**src/rtl/flagless_pkg.sv**
```systemverilog
package flagless_pkg;
  parameter int XLEN   = 32;
  parameter int NREG   = 16;
  parameter int RIDX   = $clog2(NREG);
  parameter int OPW    = 4;
  parameter int SHW    = $clog2(XLEN);
  parameter int IMMW   = 16;
  parameter int OFFW   = 20;

  typedef enum logic [2:0] {
    PH_PC, PH_FETCH, PH_DEC, PH_REG, PH_ALU, PH_MEM, PH_WB
  } phase_t;

  localparam logic [OPW-1:0] OP_ADD  = 4'h0, OP_SUB  = 4'h1, OP_AND  = 4'h2,
                             OP_OR   = 4'h3, OP_XOR  = 4'h4, OP_ADDI = 4'h5,
                             OP_ANDI = 4'h6, OP_ORI  = 4'h7, OP_SHL  = 4'h8,
                             OP_SHR  = 4'h9, OP_CMP  = 4'hA, OP_LD   = 4'hB,
                             OP_ST   = 4'hC, OP_SPC  = 4'hD, OP_BR   = 4'hE,
                             OP_UNDEF = 4'hF;

  typedef struct packed {
    logic [OPW-1:0]  op;
    logic [RIDX-1:0] rd;
    logic [RIDX-1:0] rs1;
    logic [RIDX-1:0] rs2;
    logic [3:0]      mode;
    logic [XLEN-1:0] imm;
    logic            use_imm;
    logic            wr_rd;
    logic            is_ld;
    logic            is_st;
    logic            is_br;
  } dec_t;

  function automatic logic [XLEN-1:0] cmp_word(logic [XLEN-1:0] a, logic [XLEN-1:0] b);
    logic [XLEN-1:0] m;
    m    = '0;
    m[0] = (a == b);
    m[1] = ($signed(a) < $signed(b));
    m[2] = (a < b);
    return m;
  endfunction

  function automatic logic [XLEN-1:0] alu_word(logic [OPW-1:0] op, logic [XLEN-1:0] a,
                                               logic [XLEN-1:0] b, logic [XLEN-1:0] pc);
    case (op)
      OP_ADD, OP_ADDI, OP_LD, OP_ST: return a + b;
      OP_SUB:                        return a - b;
      OP_AND, OP_ANDI:               return a & b;
      OP_OR, OP_ORI:                 return a | b;
      OP_XOR:                        return a ^ b;
      OP_SHL:                        return a << b[SHW-1:0];
      OP_SHR:                        return a >> b[SHW-1:0];
      OP_CMP:                        return cmp_word(a, b);
      OP_SPC:                        return pc + b;
      default:                       return '0;
    endcase
  endfunction

  function automatic logic branch_taken(logic [3:0] mode, logic [XLEN-1:0] c);
    if (mode[3] || mode[1:0] == 2'd0) return 1'b1;
    return c[mode[1:0] - 2'd1] ^ mode[2];
  endfunction
endpackage

```
**src/rtl/fc_sequencer.sv**
```systemverilog
module fc_sequencer
  import flagless_pkg::*;
(
  input  logic   clk,
  input  logic   rst_n,
  output phase_t phase
);
  always_ff @(posedge clk or negedge rst_n) begin
    if (!rst_n)               phase <= PH_PC;
    else if (phase == PH_WB)  phase <= PH_PC;
    else                      phase <= phase_t'(phase + 3'd1);
  end
endmodule

```
**src/rtl/fc_decoder.sv**
```systemverilog
module fc_decoder
  import flagless_pkg::*;
(
  input  logic [XLEN-1:0] ir,
  output dec_t            d
);
  logic [OPW-1:0] op;
  assign op = ir[31:28];

  always_comb begin
    d.op      = op;
    d.rd      = ir[27:24];
    d.rs1     = ir[23:20];
    d.rs2     = ir[19:16];
    d.mode    = ir[23:20];
    d.is_ld   = (op == OP_LD);
    d.is_st   = (op == OP_ST);
    d.is_br   = (op == OP_BR);
    d.use_imm = (op >= OP_ADDI && op <= OP_SHR) || op == OP_LD || op == OP_ST || op == OP_SPC;
    d.wr_rd   = !(op == OP_ST || op == OP_BR || op == OP_UNDEF);
    if (op == OP_BR) d.imm = {{(XLEN-OFFW-2){ir[OFFW-1]}}, ir[OFFW-1:0], 2'b00};
    else             d.imm = {{(XLEN-IMMW){ir[IMMW-1]}}, ir[IMMW-1:0]};
  end
endmodule

```
**src/rtl/fc_regfile.sv**
```systemverilog
module fc_regfile
  import flagless_pkg::*;
#(
  parameter int NRD = 3
) (
  input  logic                      clk,
  input  logic                      rst_n,
  input  logic [NRD-1:0][RIDX-1:0]  raddr,
  output logic [NRD-1:0][XLEN-1:0]  rdata,
  input  logic                      we,
  input  logic [RIDX-1:0]           waddr,
  input  logic [XLEN-1:0]           wdata
);
  logic [XLEN-1:0] regs [NREG];

  always_ff @(posedge clk or negedge rst_n) begin
    if (!rst_n) begin
      for (int i = 0; i < NREG; i++) regs[i] <= '0;
    end else if (we && waddr != '0) begin
      regs[waddr] <= wdata;
    end
  end

  for (genvar p = 0; p < NRD; p++) begin : g_rd
    assign rdata[p] = (raddr[p] == '0) ? '0 : regs[raddr[p]];
  end
endmodule

```
**src/rtl/fc_alu.sv**
```systemverilog
module fc_alu
  import flagless_pkg::*;
(
  input  logic [OPW-1:0]  op,
  input  logic [3:0]      mode,
  input  logic            is_br,
  input  logic [XLEN-1:0] imm,
  input  logic [XLEN-1:0] a,
  input  logic [XLEN-1:0] b,
  input  logic [XLEN-1:0] c,
  input  logic [XLEN-1:0] pc,
  output logic [XLEN-1:0] res,
  output logic            take,
  output logic [XLEN-1:0] target
);
  assign res    = alu_word(op, a, b, pc);
  assign take   = is_br && branch_taken(mode, c);
  assign target = mode[3] ? c : pc + imm;
endmodule

```
**src/rtl/flagless_core.sv**
```systemverilog
module flagless_core
  import flagless_pkg::*;
#(
  parameter logic [31:0] BOOT_ADDR = 32'h0
) (
  input  logic        clk,
  input  logic        rst_n,
  output logic [31:0] mem_addr,
  output logic        mem_re,
  output logic        mem_we,
  output logic [31:0] mem_wdata,
  input  logic [31:0] mem_rdata
);
  localparam int NRD = 3;

  phase_t          phase;
  logic [XLEN-1:0] pc_q, ir_q, opa, opb, opd, res_q, tgt_q;
  logic            take_q;
  dec_t            dec_w, dq;

  logic [NRD-1:0][RIDX-1:0] rf_ra;
  logic [NRD-1:0][XLEN-1:0] rf_rd;
  logic [XLEN-1:0]          alu_res, alu_tgt;
  logic                     alu_take;

  logic            wb_en;
  logic [XLEN-1:0] wb_data;
  logic [OPW-1:0]  cur_op;
  logic [RIDX-1:0] cur_rs1;

  fc_sequencer u_seq (.clk(clk), .rst_n(rst_n), .phase(phase));

  fc_decoder u_dec (.ir(ir_q), .d(dec_w));

  assign rf_ra   = {dq.rd, dq.rs2, dq.rs1};
  assign wb_en   = (phase == PH_WB) && dq.wr_rd;
  assign wb_data = dq.is_ld ? mem_rdata : res_q;
  assign cur_op  = dq.op;
  assign cur_rs1 = dq.rs1;

  fc_regfile #(.NRD(NRD)) u_rf (
    .clk(clk), .rst_n(rst_n), .raddr(rf_ra), .rdata(rf_rd),
    .we(wb_en), .waddr(dq.rd), .wdata(wb_data)
  );

  fc_alu u_alu (
    .op(dq.op), .mode(dq.mode), .is_br(dq.is_br), .imm(dq.imm),
    .a(opa), .b(opb), .c(opd), .pc(pc_q),
    .res(alu_res), .take(alu_take), .target(alu_tgt)
  );

  always_ff @(posedge clk or negedge rst_n) begin
    if (!rst_n) begin
      pc_q   <= BOOT_ADDR;
      ir_q   <= '0;
      dq     <= '0;
      opa    <= '0;
      opb    <= '0;
      opd    <= '0;
      res_q  <= '0;
      tgt_q  <= '0;
      take_q <= 1'b0;
    end else begin
      case (phase)
        PH_FETCH: ir_q <= mem_rdata;
        PH_DEC:   dq   <= dec_w;
        PH_REG: begin
          opa <= rf_rd[0];
          opb <= dq.use_imm ? dq.imm : rf_rd[1];
          opd <= rf_rd[2];
        end
        PH_ALU: begin
          res_q  <= alu_res;
          take_q <= alu_take;
          tgt_q  <= alu_tgt;
        end
        PH_WB:   pc_q <= take_q ? tgt_q : pc_q + 32'd4;
        default: ;
      endcase
    end
  end

  assign mem_addr  = (phase == PH_MEM) ? res_q : pc_q;
  assign mem_re    = (phase == PH_PC) || (phase == PH_MEM && dq.is_ld);
  assign mem_we    = (phase == PH_MEM) && dq.is_st;
  assign mem_wdata = opd;
endmodule

```
**config.mk**
```make
export PLATFORM = sky130hd
export DESIGN_NAME = flagless_core
export DESIGN_NICKNAME = d
export VERILOG_FILES = /design/src/rtl/flagless_pkg.sv /design/src/rtl/fc_sequencer.sv /design/src/rtl/fc_decoder.sv /design/src/rtl/fc_regfile.sv /design/src/rtl/fc_alu.sv /design/src/rtl/flagless_core.sv
export SDC_FILE = /design/constraint.sdc
export NUM_CORES = 2
export LEC_CHECK = 0
export ABC_AREA = 1
export BUFFER_PORTS_ARGS = -buffer_cell sky130_fd_sc_hd__buf_2
export CAP_MARGIN = 20
export CORE_MARGIN = 4
export CORE_UTILIZATION = 45
export CTS_CLUSTER_SIZE = 12
export DETAILED_ROUTE_END_ITERATION = 10
export MAX_ROUTING_LAYER = met4
export PLACE_DENSITY = 0.67
export SYNTH_ARGS = -nofsm -noshare
export SYNTH_HDL_FRONTEND = slang
export SYNTH_HIERARCHICAL = 1
export SYNTH_SLANG_ARGS = --single-unit
```
**constraint.sdc**
```tcl
create_clock -name clk -period 3.05 [get_ports clk]
set_input_delay 0.305 -clock clk [delete_from_list [all_inputs] [get_ports clk]]
set_output_delay 0.305 -clock clk [all_outputs]
set_load 0.05 [all_outputs]
```
==> impl_summary.md <==
Outcome
The flow ran to the end, and the final reports show no timing, DRC or antenna violations.

Clock network
The clock sink count is between 700 and 800. The cell at the root of the clock tree is sky130_fd_sc_hd__clkbuf_16. The TritonCTS clock tree is done.

The H-tree was split into 3 levels. The clock-pin slew on the worst setup and hold paths is roughly 0.060 ns. In this run, CTS created clock tree buffers numbering 95. Clock latency on the worst-skew pair, taken at its later pin, is approximately 0.76 ns. The clock passes through at most 3 buffers.

GRT
The number of global-route vias before repair is 63633. Global routing finished with a remaining overflow of 0. The number of antenna violations at the first check in global routing is 14.

Entering global routing, the biggest net connects approximately 130 pins. The global-route wire length before repair is 425 mm. In the global route stage, overall resource usage came out at 0.411.

Cells and area
The cell area after layout is 68900 um2. The area growth from synthesis to layout is 12.8%. The filler cells instantiated in the layout total around 14000. The net count reported at finish is ~10000. Of the cells placed in the final design, the portion with a size suffix greater than 1 is 0.0929.

Route
The residual antenna-violating net count after detailed routing is 0. In the routed design, unresolved DRC markers number 0. The number of vias after detailed routing is between 60000 and 70000. The final routed wire length divided by cell count is roughly 25 um. For this block, the routed nets add up to 292 mm of wire. In the routed layout, each cell is associated on average with a via count of roughly 5.9.

The first routing iteration left approximately 11000 violations. The total iterations of the first detailed-routing run is 7.

Floorplanning
The initial utilization of the core area, before any placement, comes to 0.455. The number of top-level design ports is 100. The die covers between 100000 and 150000 um2. From left edge to right edge, the die measures around 380 um. The initialized floorplan defines 134 standard-cell rows. The die is 376 um tall.

The standard cell core area is 134000 um2.

Setup path
STA puts the critical path data required time at ~3.6 ns. On the critical path the largest part of the delay comes from simple AND/OR/NAND/NOR gates. The data arrival at the endpoint of the critical path is 3.56 ns.

The kind of end point of the critical path is a register. The critical path goes through clkinvlp_4 > nor2_2 > nand2_1 > nor2_2 > buf_4 > nand2_1 > nor2_2 > nand2_2 > buf_4 > nand2_1 > o21ai_0. Together, buffers and inverters on the worst path number 3. The slowest cell on the critical path is sky130_fd_sc_hd__dfrtp_1. The highest fanout seen on the critical path is 48. The category of the worst setup path launch point is a register. The kind of critical path is register to register.

The biggest cell delay along the critical path is approximately 0.4 ns.

Timing
The clock period minus worst slack is roughly 3 ns. The number of endpoints failing setup at the final stage is 0. The transition time at the pin with the least slew margin is around 1.2 ns.

The worst clock skew is around 0.083 ns. The number of max-slew violations in the final report is 0. Timing would allow up to 0.334 GHz.

Setup repair after global routing could not meet its margin everywhere. The normalized max-slew margin is 0.174. The worst hold slack across all endpoints is 0.0675 ns.

Of the available clock period, the critical path in the final layout requires 0.982. The final-report hold violation count is 0.

Synth
For this run, the number of Yosys warnings is 6. Counting instances in the post-synthesis netlist gives the leading cell types as 3826 x sky130_fd_sc_hd__nand2_1, 1520 x sky130_fd_sc_hd__nand3_1, 1155 x sky130_fd_sc_hd__inv_1. The number of flops mapped to enable cells by yosys is 0.

The number of distinct library cells after synthesis is 58. For this run, the register share of the synthesized area comes to 0.327. After synthesis the netlist holds a flip-flop and latch count of approximately 800. The cell count after synthesis came out at around 10000. The number of nets handed over by synthesis was roughly 10000.

For this run, asynchronously set or reset flops after synthesis account for 1.00. Ranked by total cell area, the synthesized netlist is headed by sky130_fd_sc_hd__dfrtp_1 33%, sky130_fd_sc_hd__nand2_1 24%, sky130_fd_sc_hd__nand3_1 12%. In the synthesized netlist the dominant register cell turns out to be sky130_fd_sc_hd__dfrtp_1. Summing every instance area after synthesis gives between 60000 and 70000 um2. The cell with the most instances after synthesis is sky130_fd_sc_hd__nand2_1.

sky130_fd_sc_hd__dfrtp_1 takes more of the synthesized area than any other cell. Of the post-synthesis cell area, the dominant cell type holds 0.327. Each instance of the synthesized netlist takes up on average around 6 um2.

Power and ir drop
In this run the power density over the cells is 600 nW/um2. The overall power after layout is roughly 41000 uW. The leakage power total is 0.0369 uW. The worst vdd rail ir drop is between 0.0004 and 0.0005 V.

Place
In this run the cell area measured after placement is approximately 65000 um2. Input and output buffers added on the ports amount to between 90 and 100. The routability congestion estimate is about 1.1.

The post-DP HPWL is approximately 210 mm.

Flow run
Max-cap violations in this run came to 0.

Min path
The path class of the tightest hold or removal check is primary input to async pin.
## per-stage QoR
stage | TNS (ns) | instances | setup WS (ns) | utilization
after CTS | 0 | 11782 | 0.0287 | 0.511
after detailed placement | 0 | 11576 | 0.144 | 0.483
final | 0 | 11807 | 0.0554 | 0.514
after global placement | 0 | 11576 | 0.101 | 0.483
after global routing | -0.0571 | 11806 | -0.0210 | 0.513
after floorplan | 0 | 9964 | 0.231 | -
## power by group
part | switching, uW | total [uW] | internal (uW)
Sequential | 1220 | 13200 | 12000
Clock | 5070 | 12300 | 7180
Combinational | 11200 | 15800 | 4580
## final timing paths
check / start / end / slack (ns) / depth (start not counted)
setup reg to reg: u_seq/phase[1] / u_rf/regs[25] / 0.06 / 11
setup / recovery: u_seq/phase[1] / u_rf/regs[25] / 0.06 / 11
hold reg to reg: u_rf/regs[492] / u_rf/regs[492] / 0.37 / 0
hold / removal: rst_n / u_rf/regs[108] / 0.07 / 2
min in group clk: mem_rdata[20] / ir_q[20] / 0.10 / 2
max in group asynchronous: rst_n / u_seq/phase[2] / 1.91 / 4
## registers in the layout (all words and copies together) (netlist names), 32 cells and up
register / count
pc_q: 32
res_q: 32
mem_wdata: 32
opb: 32
opa: 32
tgt_q: 32
dq: 49
u_rf/regs: 512
ir_q: 32
## cell usage in the layout, fill, tap and decap left out, drive strengths merged, types with 15 or more instances in the layout
cell type	netlist	final
nand2	3851	3851
nand3	1524	1525
inv	1169	1173
dfrtp	797	797
o21ai	722	722
buf	326	519
nor2	424	424
a21oi	351	351
ha	167	167
clkbuf	337	133
mux2	66	66
nor3	42	42
dlygate4sd3	0	32
o211ai	25	25
nand4	24	24
clkinv	2	23
and2	22	22
nand3b	17	17
or2	16	16
o22ai	15	15
## cell families after synthesis
logic type / synth area share
AOI/OAI and AO/OA: 0.0983
xor gates and xnor gates: 0.00201
adders and majority gates: 0.0352
buffers and inverters: 0.121
DFF: 0.327
muxes: 0.0126
and+or+nand+nor: 0.404
## per-layer routing
metal / track usage / vias to the layer above / wire length, um
met4: 0.260 / 0 / 23400
met2: 0.593 / 4811 / 123000
met5: - / - / 0
li1: - / 31400 / -
met1: 0.522 / 32401 / 111000
met3: 0.0935 / 1042 / 35100
## worst register-to-register path, cell delays in order, from the launching register on
cell and delay [ns]:
sky130_fd_sc_hd__dfrtp_1 0.40, sky130_fd_sc_hd__clkinvlp_4 0.25, sky130_fd_sc_hd__nor2_2 0.21, sky130_fd_sc_hd__nand2_1 0.26
sky130_fd_sc_hd__nor2_2 0.29, sky130_fd_sc_hd__buf_4 0.25, sky130_fd_sc_hd__nand2_1 0.13, sky130_fd_sc_hd__nor2_2 0.29
sky130_fd_sc_hd__nand2_2 0.09, sky130_fd_sc_hd__buf_4 0.38, sky130_fd_sc_hd__nand2_1 0.19, sky130_fd_sc_hd__o21ai_0 0.09
## layout make-up
cell class	instances	area, um2	share of cell area
Multi-Input combinational cell	7334	34000	0.494
Sequential cell	797	20000	0.290
Timing Repair Buffer	554	4870	0.0707
Inverter	1171	4430	0.0643
Clock buffer	130	2710	0.0393
Tap cell	1768	2210	0.0321
Clock inverter	43	594	0.00863
Antenna cell	10	25.0	0.000363
## what timing repair did
action / in CTS / in global routing
pin swaps: 1 / 26
hold buffers: 32 / 0
resized for setup: 7 / 75
endpoints found under the setup margin: 33 / 146
gates cloned: 1 / 1
setup buffers: 0 / 12
endpoints found under the hold margin: 336 / 0
Power figures use the tool's default switching activity.
